<file path="src/rtl/misr_pkg.sv">
package misr_pkg;
  localparam int DEF_WIDTH  = 32;
  localparam int DEF_CHAINS = 40;
  localparam logic [DEF_WIDTH-1:0] DEF_POLY = 32'h04C11DB7;

  typedef enum logic [1:0] {
    SRC_HOLD = 2'd0,
    SRC_INIT = 2'd1,
    SRC_STEP = 2'd2
  } next_src_e;
endpackage

</file>
<file path="src/rtl/misr_fold.sv">
module misr_fold #(
  parameter int WIDTH  = misr_pkg::DEF_WIDTH,
  parameter int CHAINS = misr_pkg::DEF_CHAINS
) (
  input  logic [CHAINS-1:0] chain_bits,
  output logic [WIDTH-1:0]  stage_bits
);
  localparam int LANES = (CHAINS + WIDTH - 1) / WIDTH;

  for (genvar j = 0; j < WIDTH; j++) begin : g_stage
    logic [LANES-1:0] lane_bits;
    for (genvar l = 0; l < LANES; l++) begin : g_lane
      if (l * WIDTH + j < CHAINS) begin : g_used
        assign lane_bits[l] = chain_bits[l * WIDTH + j];
      end else begin : g_pad
        assign lane_bits[l] = 1'b0;
      end
    end
    assign stage_bits[j] = ^lane_bits;
  end
endmodule

</file>
<file path="src/rtl/misr_step.sv">
module misr_step #(
  parameter int               WIDTH = misr_pkg::DEF_WIDTH,
  parameter logic [WIDTH-1:0] POLY  = misr_pkg::DEF_POLY
) (
  input  logic [WIDTH-1:0] cur,
  input  logic [WIDTH-1:0] inject,
  output logic [WIDTH-1:0] nxt
);
  logic [WIDTH-1:0] shifted;
  logic [WIDTH-1:0] feedback;

  assign shifted  = {cur[WIDTH-2:0], 1'b0};
  assign feedback = cur[WIDTH-1] ? POLY : '0;
  assign nxt      = shifted ^ feedback ^ inject;
endmodule

</file>
<file path="src/rtl/misr_ctrl.sv">
module misr_ctrl
  import misr_pkg::*;
(
  input  logic      init,
  input  logic      valid,
  output logic      ready,
  output next_src_e src
);
  assign ready = !init;

  always_comb begin
    if (init)       src = SRC_INIT;
    else if (valid) src = SRC_STEP;
    else            src = SRC_HOLD;
  end
endmodule

</file>
<file path="src/rtl/misr_sig.sv">
module misr_sig
  import misr_pkg::*;
#(
  parameter int               WIDTH    = DEF_WIDTH,
  parameter int               CHAINS   = DEF_CHAINS,
  parameter logic [WIDTH-1:0] POLY     = DEF_POLY,
  parameter logic [WIDTH-1:0] INIT_VAL = '0
) (
  input  logic              clk,
  input  logic              rst_n,
  input  logic              init,
  input  logic              resp_valid,
  output logic              resp_ready,
  input  logic [CHAINS-1:0] resp_data,
  output logic [WIDTH-1:0]  signature
);
  logic [WIDTH-1:0] state_q;
  logic [WIDTH-1:0] folded;
  logic [WIDTH-1:0] stepped;
  next_src_e        src;

  misr_ctrl u_ctrl (
    .init  (init),
    .valid (resp_valid),
    .ready (resp_ready),
    .src   (src)
  );

  misr_fold #(.WIDTH(WIDTH), .CHAINS(CHAINS)) u_fold (
    .chain_bits (resp_data),
    .stage_bits (folded)
  );

  misr_step #(.WIDTH(WIDTH), .POLY(POLY)) u_step (
    .cur    (state_q),
    .inject (folded),
    .nxt    (stepped)
  );

  always_ff @(posedge clk or negedge rst_n) begin
    if (!rst_n) begin
      state_q <= INIT_VAL;
    end else begin
      unique case (src)
        SRC_INIT: state_q <= INIT_VAL;
        SRC_STEP: state_q <= stepped;
        default:  state_q <= state_q;
      endcase
    end
  end

  assign signature = state_q;
endmodule

</file>
<file path="config.mk">
export PLATFORM = sky130hd
export DESIGN_NAME = misr_sig
export DESIGN_NICKNAME = d
export VERILOG_FILES = /design/src/rtl/misr_pkg.sv /design/src/rtl/misr_fold.sv /design/src/rtl/misr_step.sv /design/src/rtl/misr_ctrl.sv /design/src/rtl/misr_sig.sv
export SDC_FILE = /design/constraint.sdc
export NUM_CORES = 1
export LEC_CHECK = 0
export CELL_PAD_IN_SITES_DETAIL_PLACEMENT = 0
export CELL_PAD_IN_SITES_GLOBAL_PLACEMENT = 1
export CORE_ASPECT_RATIO = 1.2
export CORE_UTILIZATION = 34
export DETAILED_ROUTE_END_ITERATION = 10
export PLACE_DENSITY_LB_ADDON = 0.05
export SLEW_MARGIN = 20
export SYNTH_ARGS = -nofsm -noshare
export SYNTH_HDL_FRONTEND = slang
export SYNTH_HIERARCHICAL = 1
export SYNTH_SLANG_ARGS = --single-unit
</file>
<file path="constraint.sdc">
create_clock -name clk -period 1.7 [get_ports clk]
set_clock_uncertainty 0.05 [all_clocks]
set_input_delay 0.255 -clock clk [delete_from_list [all_inputs] [get_ports clk]]
set_output_delay 0.255 -clock clk [all_outputs]
set_load 0.005 [all_outputs]
</file>
==> results.yml, run 1 <==
status:
  status: "complete, no violations"
sta:
  fmax_ghz: 0.634
  fin_crit_ns: 1.58
  tightest_slew_ns: 0.447
  grt_setup_unrepaired: "false"
  hold_viol_final: 0
  final_max_slew_viol_count: 0
  setup_violations: 0
  relSlewSlack_pct: 70.2
  period_share_pct: 92.8
yosys:
  seq_area_frac_synth_pct: 37.5
  ys_top_cells_by_area: "dfrtp_1 (37%), nand2_1 (11%), xor2_1 (11%)"
  avgSynthCellArea_sq_um: 10.3
  ys_ff_latch: 32
  synthTopCellsByCount: "nand2_1 (64), dfrtp_1 (32), buf_4 (30), xor2_1 (27), o21ai_2 (17)"
  synth_warnings: 6
  synth_cell_types: 14
  yosysMostFrequentCell: "nand2_1"
  synth_cells: 208
  synth_area_sq_um: 2140
  netlist.area_leader.share_pct: 37.5
  yosys.area.top_type: "dfrtp_1"
  syn-num-nets: 253
  synth_edf_count: 0
  synthArstFlopShare_pct: 100
  synth_flop_cell: "dfrtp_1"
drt:
  wl_per_cell_microns: 12.1
  drtIter0Drc: 73
  drt_pass1_iterations: 4
  vias: 1489
  drc: 0
  dr_wl_met2_microns: 1990
  routed_wl_microns: 4200
  via_per_inst: 4.28
  met3WireLength_microns: 263
  highest_layer: "met4"
  m1WireLength_microns: 1880
  ant_nets: 0
worst_setup_path:
  slowest_stage: "clkdlybuf4s50_1"
  cp_data_arrival_time_ns: 1.27
  worstReg2RegStart: "signature[31]$_DFFE_PN0P_"
  path_delay_family: "buffers and inverters"
  r2r_setup_slack_ns: 0.28
  critical-path-max-stage-delay_ns: 0.54
  crit_type: "reg -> out"
  r2r_cells: 4
  critPathMaxFanout: 6
  critPathLaunchType: "register"
  r2r-end: "signature[2]$_DFFE_PN0P_"
  worstPathRequired_ns: 1.39
  crit_chain: "clkdlybuf4s50_1"
  startpoint: "signature[31]$_DFFE_PN0P_"
  crit_path_end_kind: "primary output"
  cp.buffers_inverters: 1
clock_tree:
  clkTransAtPathRegs_ns: 0.07
  clk_latency_ns: 0.28
  cts_tree: "built"
  ctsHoldBuffers: 1
  clock-sinks: 32
  postCtsSetupBuffers: 0
  cts_buffers: 5
  cts_buffer_depth: 2
  cts_root_buf: "clkbuf_8"
  htree_levels: 2
  cts_resized: 0
finish:
  area_growth_syn_to_layout_pct: 37.5
  drive_above_1_share_pct: 15.4
  largest_reg_flops: 32
  n_antenna_cell: 0
  fin_nets: 310
  fin_cells: 348
  final_util_pct: 48.5
floorplanning:
  rows: 31
  die_height_microns: 88.8
  dieArea_sq_um: 6600
  start_util_pct: 35.3
  dieWidth_microns: 74.4
  pin_count: 77
  core_sq_um: 6050
global_route:
  grt_max_degree: 31
  grt_use_total_pct: 13.9
  antenna_found_initial: 0
  grt_pass1_vias: 1401
  grt_first_pass_wirelength_microns: 6860
  overflow: 0
power:
  p_leak_nw: 1.27
  p_switching_uw: 533
  irDropWorstVdd_v: 0.000391
  p_clk_share_pct: 30.7
  power.share.switching_pct: 26.5
  p_int_mw: 1.48
  pwr-share-comb_pct: 27.1
  p_per_area_nw_per_um2: 686
  p_seq_share_pct: 42.2
place:
  gp_routability_congestion: 0.674
  io_buffers: 76
  dp_cells: 339
  post-dp-hpwl_microns: 3090
job:
  maxCapViolations: 0
hold_path:
  min_path_type: "in -> async"
==> through the flow <==
stage	power (mW)	setup slack [ns]	area (sq um)	hold slack, ns	TNS, ns
3_3_place_gp	1.42	0.0208	2830	0.177	0
5_1_grt	2.13	0.0624	2940	0.448	0
6_report	2.01	0.122	2940	0.405	0
3_5_place_dp	1.42	-0.00934	2830	0.187	-0.00934
4_1_cts	2.06	0.0876	2940	0.414	0
2_1_floorplan	1.19	0.396	2140	-0.0906	0
==> layout by cell type (no fill, tap or decap) <==
cell type,netlist,final
buf_4,30,5
ha_2,0,1
buf_12,0,4
nand2_1,64,64
o21ai_2,17,17
nor2b_1,1,1
xor3_4,5,5
inv_1,2,2
clkbuf_8,0,6
o21ai_0,2,2
dfrtp_1,32,32
dlygate4sd3_1,0,1
clkdlybuf4s50_1,0,75
xor2_1,27,27
xor3_1,8,8
o21ai_1,13,13
buf_2,2,1
clkinv_2,0,2
==> layout make-up <==
type	count	area [sq um]
fillers	617	3110
clock inverters	2	10.0
well taps	82	103
inverters	2	7.51
multi-input cells	138	1050
clock buffers	6	82.6
flip-flops and latches	32	801
repair buffers	86	883
==> per-layer routing <==
layer  global-route usage [%]  up-vias
li1                         -      756
met1                     17.8      673
met2                     22.7       54
met3                     3.87        6
met4                     4.63        0
met5                        0        -
==> kinds of logic after synthesis <==
| family | count (synthesis) | synth area share, % |
|---|---|---|
| flops | 32 | 37.5 |
| compound gates | 32 | 10.5 |
| buf+inv | 38 | 13.5 |
| xor+xnor | 40 | 26.4 |
| fa+ha+maj | 1 | 0.586 |
| simple gates | 65 | 11.5 |
==> power groups by stage <==
stage                     combinational, mW  clock, mW  sequential (mW)
after global placement                0.555          0            0.865
after global routing                  0.604      0.674            0.857
after floorplan                       0.330          0            0.863
after detailed placement              0.555          0            0.865
final                                 0.547      0.618            0.849
after CTS                             0.559      0.650            0.850
==> how the worst max path moves through the flow <==
stage,endpoint,depth (start not counted)
2_1_floorplan,signature[26]$_DFFE_PN0P_,4
4_1_cts,signature[31],1
5_1_grt,signature[31],1
3_5_place_dp,signature[0]$_DFFE_PN0P_,6
6_report,signature[31],1
3_3_place_gp,signature[9]$_DFFE_PN0P_,5
Power figures use the tool's default switching activity.
==> run 2: changes to the inputs <==
--- a/config.mk
+++ b/config.mk
@@ -8,7 +8,7 @@
 export CELL_PAD_IN_SITES_DETAIL_PLACEMENT = 0
 export CELL_PAD_IN_SITES_GLOBAL_PLACEMENT = 1
 export CORE_ASPECT_RATIO = 1.2
-export CORE_UTILIZATION = 34
+export CORE_UTILIZATION = 36
 export DETAILED_ROUTE_END_ITERATION = 10
 export PLACE_DENSITY_LB_ADDON = 0.05
 export SLEW_MARGIN = 20
==> constraint.sdc (replaced) <==
create_clock -name clk -period 1.9 [get_ports clk]
set_clock_uncertainty 0.05 [all_clocks]
set_input_delay 0.285 -clock clk [delete_from_list [all_inputs] [get_ports clk]]
set_output_delay 0.285 -clock clk [all_outputs]
set_load 0.005 [all_outputs]
==> run 2 against run 1 <==
Sequential power decreased by 10%. Combinational power is 13% lower. Clock power is 9.2% lower. Register-to-register slack improved by 0.18 ns. First-iteration DRC count up 14%. Die area is 5.4% lower. Design area down 1.7%.
==> results.yml, run 2 (same netlist as run 1, synthesis figures left out) <==
job:
  maxCapViolations: 0
sta:
  setup-tns-final_ns: 0
  relSlewSlack_pct: 51.1
  final_max_slew_viol_count: 0
  hold_viol_final: 0
  tightest_slew_ns: 0.734
  fin_crit_ns: 1.62
  grt_setup_unrepaired: "false"
  setup_slack_ns: 0.281
  period_share_pct: 85.2
  setup_violations: 0
  fmax_ghz: 0.618
place:
  dp_cells: 333
  gp_routability_congestion: 0.635
  post-dp-hpwl_microns: 2700
  pre_cts_slack_ns: 0.148
  io_buffers: 76
  dpl-instance-area_sq_um: 2790
worst_setup_path:
  worstPathRequired_ns: 1.56
  crit_type: "reg -> out"
  slowest_stage: "clkdlybuf4s50_1"
  critPathMaxFanout: 6
  r2r_cells: 4
  crit_chain: "clkdlybuf4s50_1"
  cp_data_arrival_time_ns: 1.28
  cp.buffers_inverters: 1
  critical-path-max-stage-delay_ns: 0.54
  crit_cells: 1
  path_delay_family: "buffers and inverters"
  worstReg2RegStart: "signature[31]$_DFFE_PN0P_"
  startpoint: "signature[31]$_DFFE_PN0P_"
  critPathLaunchType: "register"
  crit_path_end_kind: "primary output"
clock_tree:
  cts_buffer_depth: 2
  clkTransAtPathRegs_ns: 0.06
  ctsHoldBuffers: 0
  cts_root_buf: "clkbuf_8"
  clk_latency_ns: 0.28
  cts_tree: "built"
  htree_levels: 2
  clock-sinks: 32
  cts_resized: 0
  postCtsSetupBuffers: 0
  cts_buffers: 5
finish:
  n_antenna_cell: 0
  finalInstanceArea_sq_um: 2890
  largest_reg_flops: 32
  final_common_cell: "clkdlybuf4s50_1"
  area_growth_syn_to_layout_pct: 35.1
  fin_nets: 305
  fillers: 556
  fin_cells: 340
  most-common-layout-cells: "clkdlybuf4s50_1 (75), nand2_1 (64), dfrtp_1 (32)"
  drive_above_1_share_pct: 13.8
drt:
  vias: 1441
  via_per_inst: 4.24
  wl_per_cell_microns: 11.6
  ant_nets: 0
  drt_pass1_iterations: 4
  routed_wl_microns: 3930
  drtIter0Drc: 83
  drc: 0
status:
  status: "complete, no violations"
global_route:
  grt_first_pass_wirelength_microns: 6350
  antenna_found_initial: 0
  grt_use_total_pct: 13.4
  grt_pass1_vias: 1316
  overflow: 0
  grt_max_degree: 33
power:
  power.share.switching_pct: 24.9
  p_per_area_nw_per_um2: 624
  pwr-share-comb_pct: 26.6
  p_clk_share_pct: 31.2
  p_leak_nw: 1.25
  p_int_mw: 1.35
  finalPower_mw: 1.80
  p_switching_uw: 449
  irDropWorstVdd_v: 0.000259
  p_seq_share_pct: 42.2
floorplanning:
  start_util_pct: 37.4
  dieWidth_microns: 72.3
  core_sq_um: 5710
  pin_count: 77
  dieArea_sq_um: 6250
  die_height_microns: 86.4
  rows: 30
hold_path:
  min_path_type: "in -> async"
==> run 2: final timing paths <==
path / to / slack [ns]
max: signature[31] / 0.28
min: signature[27]$_DFFE_PN0P_ / 0.02
max reg2reg: signature[7]$_DFFE_PN0P_ / 0.46
min reg2reg: signature[2]$_DFFE_PN0P_ / 0.48
max in group asynchronous: signature[31]$_DFFE_PN0P_ / 1.32
min in group clk: signature[2]$_DFFE_PN0P_ / 0.48
==> run 2: power groups by stage <==
stage	clock network, mW	registers (mW)	logic, mW
after floorplan	0	0.772	0.295
after global placement	0	0.774	0.484
after detailed placement	0	0.773	0.484
after CTS	0.584	0.761	0.487
after global routing	0.615	0.767	0.523
final	0.561	0.760	0.478
==> run 2: area by class of cell <==
type	count	area (sq um)	area share [%]
well taps	80	100	3.47
repair buffers	81	831	28.8
flip-flops and latches	32	801	27.8
multi-input cells	138	1050	36.4
clock buffers	7	96.3	3.34
inverters	2	7.51	0.260
==> run 2: stage by stage <==
stage | util (%) | hold WS (ns)
floorplan | - | -0.0606
global placement | 48.9 | 0.359
detailed placement | 48.9 | 0.345
CTS | 50.6 | 0.0385
global route | 50.6 | 0.0839
finish | 50.6 | 0.0154
==> run 2: routing by layer <==
layer | track usage, % | part of all wire, % | vias up | routed length [microns]
met2 | 20.1 | 45 | 50 | 1770
met3 | 4.77 | 7.0 | 2 | 274
met5 | 0 | 0 | - | 0
met4 | 4.81 | 0.66 | 0 | 26
met1 | 17.9 | 47 | 648 | 1860
li1 | - | - | 741 | -
